<file path="src/rtl/timer_bank_pkg.sv">
package timer_bank_pkg;
  localparam int REG_W       = 32;
  localparam int NUM_CH      = 3;
  localparam int CTL_EN_BIT  = 7;
  localparam int CTL_PER_BIT = 6;
  localparam int CTL_SEL_BIT = 3;
  localparam int WIDE_EN_BIT = 8;
  localparam int WIDE_LO_OFS = 'h60;
  localparam int WIDE_HI_OFS = 'h64;

  typedef enum logic [1:0] {
    RG_LOAD  = 2'd0,
    RG_VALUE = 2'd1,
    RG_CTRL  = 2'd2,
    RG_CLEAR = 2'd3
  } chan_reg_e;

  function automatic int chan_base(int idx);
    return (idx == 0) ? 'h00 : (idx == 1) ? 'h20 : 'h80;
  endfunction
endpackage

</file>
<file path="src/rtl/tbk_chan.sv">
module tbk_chan
  import timer_bank_pkg::*;
#(
  parameter int CW = 16
) (
  input  logic             clk_i,
  input  logic             rst_ni,
  input  logic             tick_slow_i,
  input  logic             tick_fast_i,
  input  logic             load_we_i,
  input  logic             ctrl_we_i,
  input  logic             clr_we_i,
  input  logic [REG_W-1:0] wdata_i,
  output logic [REG_W-1:0] load_o,
  output logic [REG_W-1:0] val_o,
  output logic [REG_W-1:0] ctrl_o,
  output logic             irq_o
);
  logic          en_q, per_q, sel_q, irq_q;
  logic [CW-1:0] cnt_q, load_q;
  logic          tick, under;
  logic          unused_wdata;

  assign unused_wdata = ^wdata_i;
  assign tick  = en_q & (sel_q ? tick_fast_i : tick_slow_i);
  assign under = tick & (cnt_q == '0) & ~load_we_i;

  always_ff @(posedge clk_i or negedge rst_ni) begin
    if (!rst_ni) begin
      en_q   <= 1'b0;
      per_q  <= 1'b0;
      sel_q  <= 1'b0;
      load_q <= '0;
      cnt_q  <= '0;
    end else begin
      if (ctrl_we_i) begin
        en_q  <= wdata_i[CTL_EN_BIT];
        per_q <= wdata_i[CTL_PER_BIT];
        sel_q <= wdata_i[CTL_SEL_BIT];
      end
      if (load_we_i) begin
        load_q <= wdata_i[CW-1:0];
        cnt_q  <= wdata_i[CW-1:0];
      end else if (tick) begin
        if (cnt_q == '0) cnt_q <= per_q ? load_q : '1;
        else             cnt_q <= cnt_q - 1'b1;
      end
    end
  end

  // underflow beats a same-cycle clear
  always_ff @(posedge clk_i or negedge rst_ni) begin
    if (!rst_ni)        irq_q <= 1'b0;
    else if (under)     irq_q <= 1'b1;
    else if (clr_we_i)  irq_q <= 1'b0;
  end

  assign load_o = REG_W'(load_q);
  assign val_o  = REG_W'(cnt_q);
  assign ctrl_o = (REG_W'(en_q) << CTL_EN_BIT) | (REG_W'(per_q) << CTL_PER_BIT)
                | (REG_W'(sel_q) << CTL_SEL_BIT);
  assign irq_o  = irq_q;
endmodule

</file>
<file path="src/rtl/tbk_wide.sv">
module tbk_wide
  import timer_bank_pkg::*;
#(
  parameter int WW = 40
) (
  input  logic             clk_i,
  input  logic             rst_ni,
  input  logic             tick_i,
  input  logic             hi_we_i,
  input  logic [REG_W-1:0] wdata_i,
  output logic [REG_W-1:0] lo_o,
  output logic [REG_W-1:0] hi_o
);
  localparam int HW = WW - REG_W;

  logic          en_q;
  logic [WW-1:0] cnt_q;
  logic          unused_wdata;

  assign unused_wdata = ^wdata_i;

  always_ff @(posedge clk_i or negedge rst_ni) begin
    if (!rst_ni) begin
      en_q  <= 1'b0;
      cnt_q <= '0;
    end else begin
      if (hi_we_i)          en_q  <= wdata_i[WIDE_EN_BIT];
      if (en_q && tick_i)   cnt_q <= cnt_q + 1'b1;
    end
  end

  assign lo_o = cnt_q[REG_W-1:0];
  assign hi_o = REG_W'(cnt_q[WW-1:REG_W]) | (REG_W'(en_q) << WIDE_EN_BIT);

  logic [HW-1:0] unused_hw;
  assign unused_hw = '0;
endmodule

</file>
<file path="src/rtl/timer_bank.sv">
module timer_bank
  import timer_bank_pkg::*;
#(
  parameter int T0_W   = 16,
  parameter int T1_W   = 16,
  parameter int T2_W   = 32,
  parameter int WIDE_W = 40,
  parameter int ADDR_W = 8
) (
  input  logic              clk_i,
  input  logic              rst_ni,
  input  logic              sel_i,
  input  logic              wr_i,
  input  logic [ADDR_W-1:0] addr_i,
  input  logic [REG_W-1:0]  wdata_i,
  output logic [REG_W-1:0]  rdata_o,
  input  logic              tick_slow_i,
  input  logic              tick_fast_i,
  input  logic              tick_wide_i,
  output logic [NUM_CH-1:0] irq_o
);
  function automatic logic [ADDR_W-1:0] reg_addr(int ch, chan_reg_e r);
    return ADDR_W'(chan_base(ch) + 4 * int'(r));
  endfunction

  localparam logic [ADDR_W-1:0] LO_ADDR = ADDR_W'(WIDE_LO_OFS);
  localparam logic [ADDR_W-1:0] HI_ADDR = ADDR_W'(WIDE_HI_OFS);

  logic             bus_wr;
  logic [REG_W-1:0] chan_load [NUM_CH];
  logic [REG_W-1:0] chan_val  [NUM_CH];
  logic [REG_W-1:0] chan_ctrl [NUM_CH];
  logic [REG_W-1:0] wide_lo, wide_hi;

  assign bus_wr = sel_i & wr_i;

  for (genvar g = 0; g < NUM_CH; g++) begin : g_ch
    localparam int CW = (g == 0) ? T0_W : (g == 1) ? T1_W : T2_W;
    tbk_chan #(.CW(CW)) u_chan (
      .clk_i      (clk_i),
      .rst_ni     (rst_ni),
      .tick_slow_i(tick_slow_i),
      .tick_fast_i(tick_fast_i),
      .load_we_i  (bus_wr && addr_i == reg_addr(g, RG_LOAD)),
      .ctrl_we_i  (bus_wr && addr_i == reg_addr(g, RG_CTRL)),
      .clr_we_i   (bus_wr && addr_i == reg_addr(g, RG_CLEAR)),
      .wdata_i    (wdata_i),
      .load_o     (chan_load[g]),
      .val_o      (chan_val[g]),
      .ctrl_o     (chan_ctrl[g]),
      .irq_o      (irq_o[g])
    );
  end

  tbk_wide #(.WW(WIDE_W)) u_wide (
    .clk_i  (clk_i),
    .rst_ni (rst_ni),
    .tick_i (tick_wide_i),
    .hi_we_i(bus_wr && addr_i == HI_ADDR),
    .wdata_i(wdata_i),
    .lo_o   (wide_lo),
    .hi_o   (wide_hi)
  );

  always_comb begin
    rdata_o = '0;
    if (sel_i) begin
      for (int i = 0; i < NUM_CH; i++) begin
        if (addr_i == reg_addr(i, RG_LOAD))  rdata_o = chan_load[i];
        if (addr_i == reg_addr(i, RG_VALUE)) rdata_o = chan_val[i];
        if (addr_i == reg_addr(i, RG_CTRL))  rdata_o = chan_ctrl[i];
      end
      if (addr_i == LO_ADDR) rdata_o = wide_lo;
      if (addr_i == HI_ADDR) rdata_o = wide_hi;
    end
  end
endmodule

</file>
<file path="config.mk">
export PLATFORM = sky130hd
export DESIGN_NAME = timer_bank
export DESIGN_NICKNAME = d
export VERILOG_FILES = /design/src/rtl/timer_bank_pkg.sv /design/src/rtl/tbk_chan.sv /design/src/rtl/tbk_wide.sv /design/src/rtl/timer_bank.sv
export SDC_FILE = /design/constraint.sdc
export NUM_CORES = 1
export LEC_CHECK = 0
export BUFFER_PORTS_ARGS = -buffer_cell sky130_fd_sc_hd__buf_2
export CORE_MARGIN = 4
export CORE_UTILIZATION = 40
export DETAILED_ROUTE_END_ITERATION = 8
export SLEW_MARGIN = 20
export SYNTH_ARGS = -nofsm -noshare
export SYNTH_HDL_FRONTEND = slang
export SYNTH_SLANG_ARGS = --single-unit
</file>
<file path="constraint.sdc">
create_clock -name clk_i -period 2.7 [get_ports clk_i]
set_input_delay 0.54 -clock clk_i [delete_from_list [all_inputs] [get_ports clk_i]]
set_output_delay 0.54 -clock clk_i [all_outputs]
set_load 0.02 [all_outputs]
</file>
==> flow_metrics.py <==
metrics = {
    "status": {
        "outcome": "finished with violations",
        "violations": "negative setup slack",
    },
    "global_route": {
        "met2_usage_pct": 41.55,
        "grt_pass1_wl_microns": 68470,
        "grt_max_degree": 52,
        "grt_overflow": 0,
        "grtUsageMet1_pct": 40.16,
        "antenna_found_initial": 0,
        "grt_pass1_vias": 11350,
        "grtUsageTotal_pct": 28.17,
        "met3_usage_pct": 8.737,
        "top_usage_layer": "met2",
    },
    "sta": {
        "whs_ps": 54.55,
        "hold_viol": 0,
        "clock.fmax_ghz": 0.3632,
        "finalWorstSetupSlack_ps": -53.34,
        "final_max_slew_viol_count": 0,
        "finalSetupViolations": 8,
        "fin_skew_ps": 16.98,
        "fin_crit_sh_pct": 102.0,
        "slew_headroom_pct": 40.85,
        "final.min_clock_period_ps": 2753,
        "worst_pin_slew_ps": 886.3,
        "rsz0062_at_grt": "true",
    },
    "critical_path": {
        "endpoint_kind": "output pin",
        "ff2ff_setup_slack_ps": 180,
        "arrival_ps": 2210,
        "r2r_cells": 6,
        "rr_endpoint": "g_ch[2].u_chan.val_o[1]$_DFFE_PN0P_",
        "required_ps": 2160,
        "r2r-start": "g_ch[2].u_chan.val_o[11]$_DFFE_PN0P_",
        "startpoint_type": "primary input",
        "cp_max_fo": 18,
        "critical_path_class": "in -> out",
    },
    "cells_and_area": {
        "diodes": 0,
        "post-route-util_pct": 52.11,
        "fin_nets": 1575,
        "area_delta_synth_final_pct": 27.97,
        "drive_gt1_share_pct": 26.14,
    },
    "pwr": {
        "pwr_density_cell_mw_per_mm2": 705.5,
        "ir_drop_mv": 0.4377,
        "seq_power_share_pct": 33.9,
        "power.switching_mw": 4.302,
        "swShare_pct": 41.88,
        "pwr-share-comb_pct": 40.4,
        "clkPwrFrac_pct": 25.7,
        "p_leak_nw": 6.571,
        "internal_power_mw": 5.969,
    },
    "cts": {
        "ctsRootBufferMaster": "clkbuf_16",
        "cts_tree": "built",
        "clock_latency_ps": 440,
        "path_clk_slew_ps": 80,
        "htreeDepth": 4,
        "clk_path_buf_depth": 2,
        "cts_buffers": 17,
        "clock-sinks": 181,
    },
    "logic_synthesis": {
        "synth_most_common_cell": "nand2_1",
        "ys_seq_elements": 181,
        "postSynthNetCount": 1403,
        "yosysWarningCount": 0,
        "yosys-top-cells-count": "250 x nand2_1, 181 x dfrtp_1, 107 x nor2_1, 75 x clkbuf_1, 66 x o21ai_0",
        "ys_top_cells_by_area": "dfrtp_1 40%, nand2_1 8.2%, nor2_1 3.5%",
        "netlist_instances": 1349,
        "synth_edf_count": 0,
        "synthFlopType": "dfrtp_1",
        "yosysUniqueCellTypes": 83,
        "async_flop_share_pct": 100.0,
        "netlist_area_sq_mm": 0.01138,
        "netlist.area_leader.share_pct": 39.82,
        "yosysSeqAreaShare_pct": 39.82,
        "syn_avg_cell_area_sq_um": 8.433,
        "synth_top_cell_by_area": "dfrtp_1",
    },
    "floorplanning": {
        "dieWidth_microns": 176.6,
        "start_util_pct": 40.72,
        "fp-row-count": 61,
        "core_sq_mm": 0.02793,
        "die_h_microns": 176.6,
        "ios": 82,
        "die_area_sq_mm": 0.03120,
    },
    "placement": {
        "portBuffers": 81,
        "place_congestion": 0.9257,
        "dp_hpwl_microns": 32450,
    },
    "drt": {
        "wl_per_cell_microns": 23.13,
        "ant_nets": 0,
        "first_pass_iters": 9,
        "drt_wl_total_microns": 44230,
        "num_vias": 11730,
        "drtIter0Drc": 1213,
        "drc": 0,
        "routed_via_density": 6.133,
    },
    "flow_run": {
        "drv_cap": 0,
    },
    "min_path": {
        "min_path_type": "in -> async",
    },
}
[cell type report]
cell class                      count  area, sq um
Clock buffer                       17        425.4
Clock inverter                     15        198.9
Fill cell                        2711        13380
Inverter                           23        86.33
Multi-Input combinational cell   1047         6721
Sequential cell                   181         4529
Tap cell                          378        473.0
Timing Repair Buffer              251         2123
[sequential cells by signal, summed over array words and instances (netlist names)]
signal              flops
g_ch.u_chan.sel_q       3
g_ch.u_chan.val_o      32
g_ch.u_chan.load_q     32
u_wide.en_q             1
g_ch.u_chan.en_q        3
g_ch.u_chan.irq_o       3
g_ch.u_chan.load_o     32
u_wide.cnt_q           40
g_ch.u_chan.cnt_q      32
g_ch.u_chan.per_q       3
[through the flow]
step,setup TNS [ps],setup slack [ps],total power [mW],instance area [sq um],instances
floorplan,-21.96,-21.96,6.016,11570,1349
global placement,-6645,-386.0,7.467,13210,1859
detailed placement,-7124,-393.0,7.490,13210,1859
CTS,-254.5,-55.15,10.20,14350,1906
global route,-1012,-101.5,10.90,14560,1912
finish,-266.8,-53.34,10.27,14560,1912
[layout by cell type, fill, tap and decap left out, types with 10 or more instances in the layout]
cell / Yosys / routed
xor2_1: 27 / 27
a222oi_1: 19 / 19
buf_6: 3 / 38
dfrtp_1: 181 / 181
nor2_2: 0 / 21
inv_1: 22 / 22
nor4_1: 24 / 21
buf_2: 13 / 43
o31ai_1: 37 / 37
and3_1: 12 / 12
nor2_1: 107 / 82
buf_4: 5 / 153
clkbuf_16: 0 / 18
mux2i_1: 12 / 12
o22ai_1: 20 / 11
nor3_1: 53 / 52
or4_1: 15 / 13
nand3_1: 44 / 40
a21oi_1: 49 / 46
nand2_1: 250 / 248
or3_1: 19 / 18
o21ai_1: 4 / 12
mux2_2: 16 / 16
a22oi_1: 48 / 46
a22o_1: 10 / 10
xnor2_1: 35 / 35
nand4_1: 17 / 17
buf_12: 0 / 10
o21ai_0: 66 / 56
[repair_timing]
item / in CTS / in global routing
hold buffers: 0 / 0
setup buffers: 15 / 8
resized for setup: 109 / 36
endpoints found under the setup margin: 32 / 32
pin swaps: 23 / 22
gates cloned: 1 / 1
[per-layer routing]
metal  share of wire (%)  wire (microns)  vias to the layer above
met3                 9.6            4228                       71
met2                  44           19290                      517
met4                 2.8            1231                        0
met1                  44           19480                     5780
li1                    -               -                     5359
met5                   0               0                        -
[worst max-delay path: stages]
cell,delay (ps)
buf_2,140
or4b_4,530
buf_12,180
nor2_4,180
buf_4,150
a22oi_1,110
o221ai_2,210
buf_4,170
[power by group through the flow]
stage / clock network, mW / registers [mW] / logic (mW)
2_1_floorplan: 0 / 3.31 / 2.71
6_report: 2.63 / 3.49 / 4.15
3_3_place_gp: 0 / 3.51 / 3.96
5_1_grt: 2.79 / 3.53 / 4.59
3_5_place_dp: 0 / 3.51 / 3.98
4_1_cts: 2.68 / 3.47 / 4.05
[cell families (layout without fill, tap and decap cells)]
| group | Yosys count | in the layout | share of synthesized area (%) |
|---|---|---|---|
| xor+xnor | 62 | 62 | 4.773 |
| mux | 28 | 28 | 2.640 |
| flops | 181 | 181 | 39.82 |
| simple gates | 603 | 603 | 25.85 |
| buf+inv | 121 | 306 | 4.509 |
| fa+ha+maj | 7 | 7 | 0.7699 |
| compound gates | 347 | 347 | 21.65 |
[worst max-delay path by stage]
stage / startpoint / endpoint / slack [ps]
detailed placement: addr_i[1] / rdata_o[3] / -390
finish: addr_i[5] / rdata_o[4] / -50
CTS: addr_i[0] / rdata_o[10] / -60
floorplan: addr_i[4] / rdata_o[4] / -20
global placement: addr_i[1] / rdata_o[3] / -390
global route: addr_i[5] / rdata_o[10] / -100
Note: power is estimated with default switching activity, not from simulation.
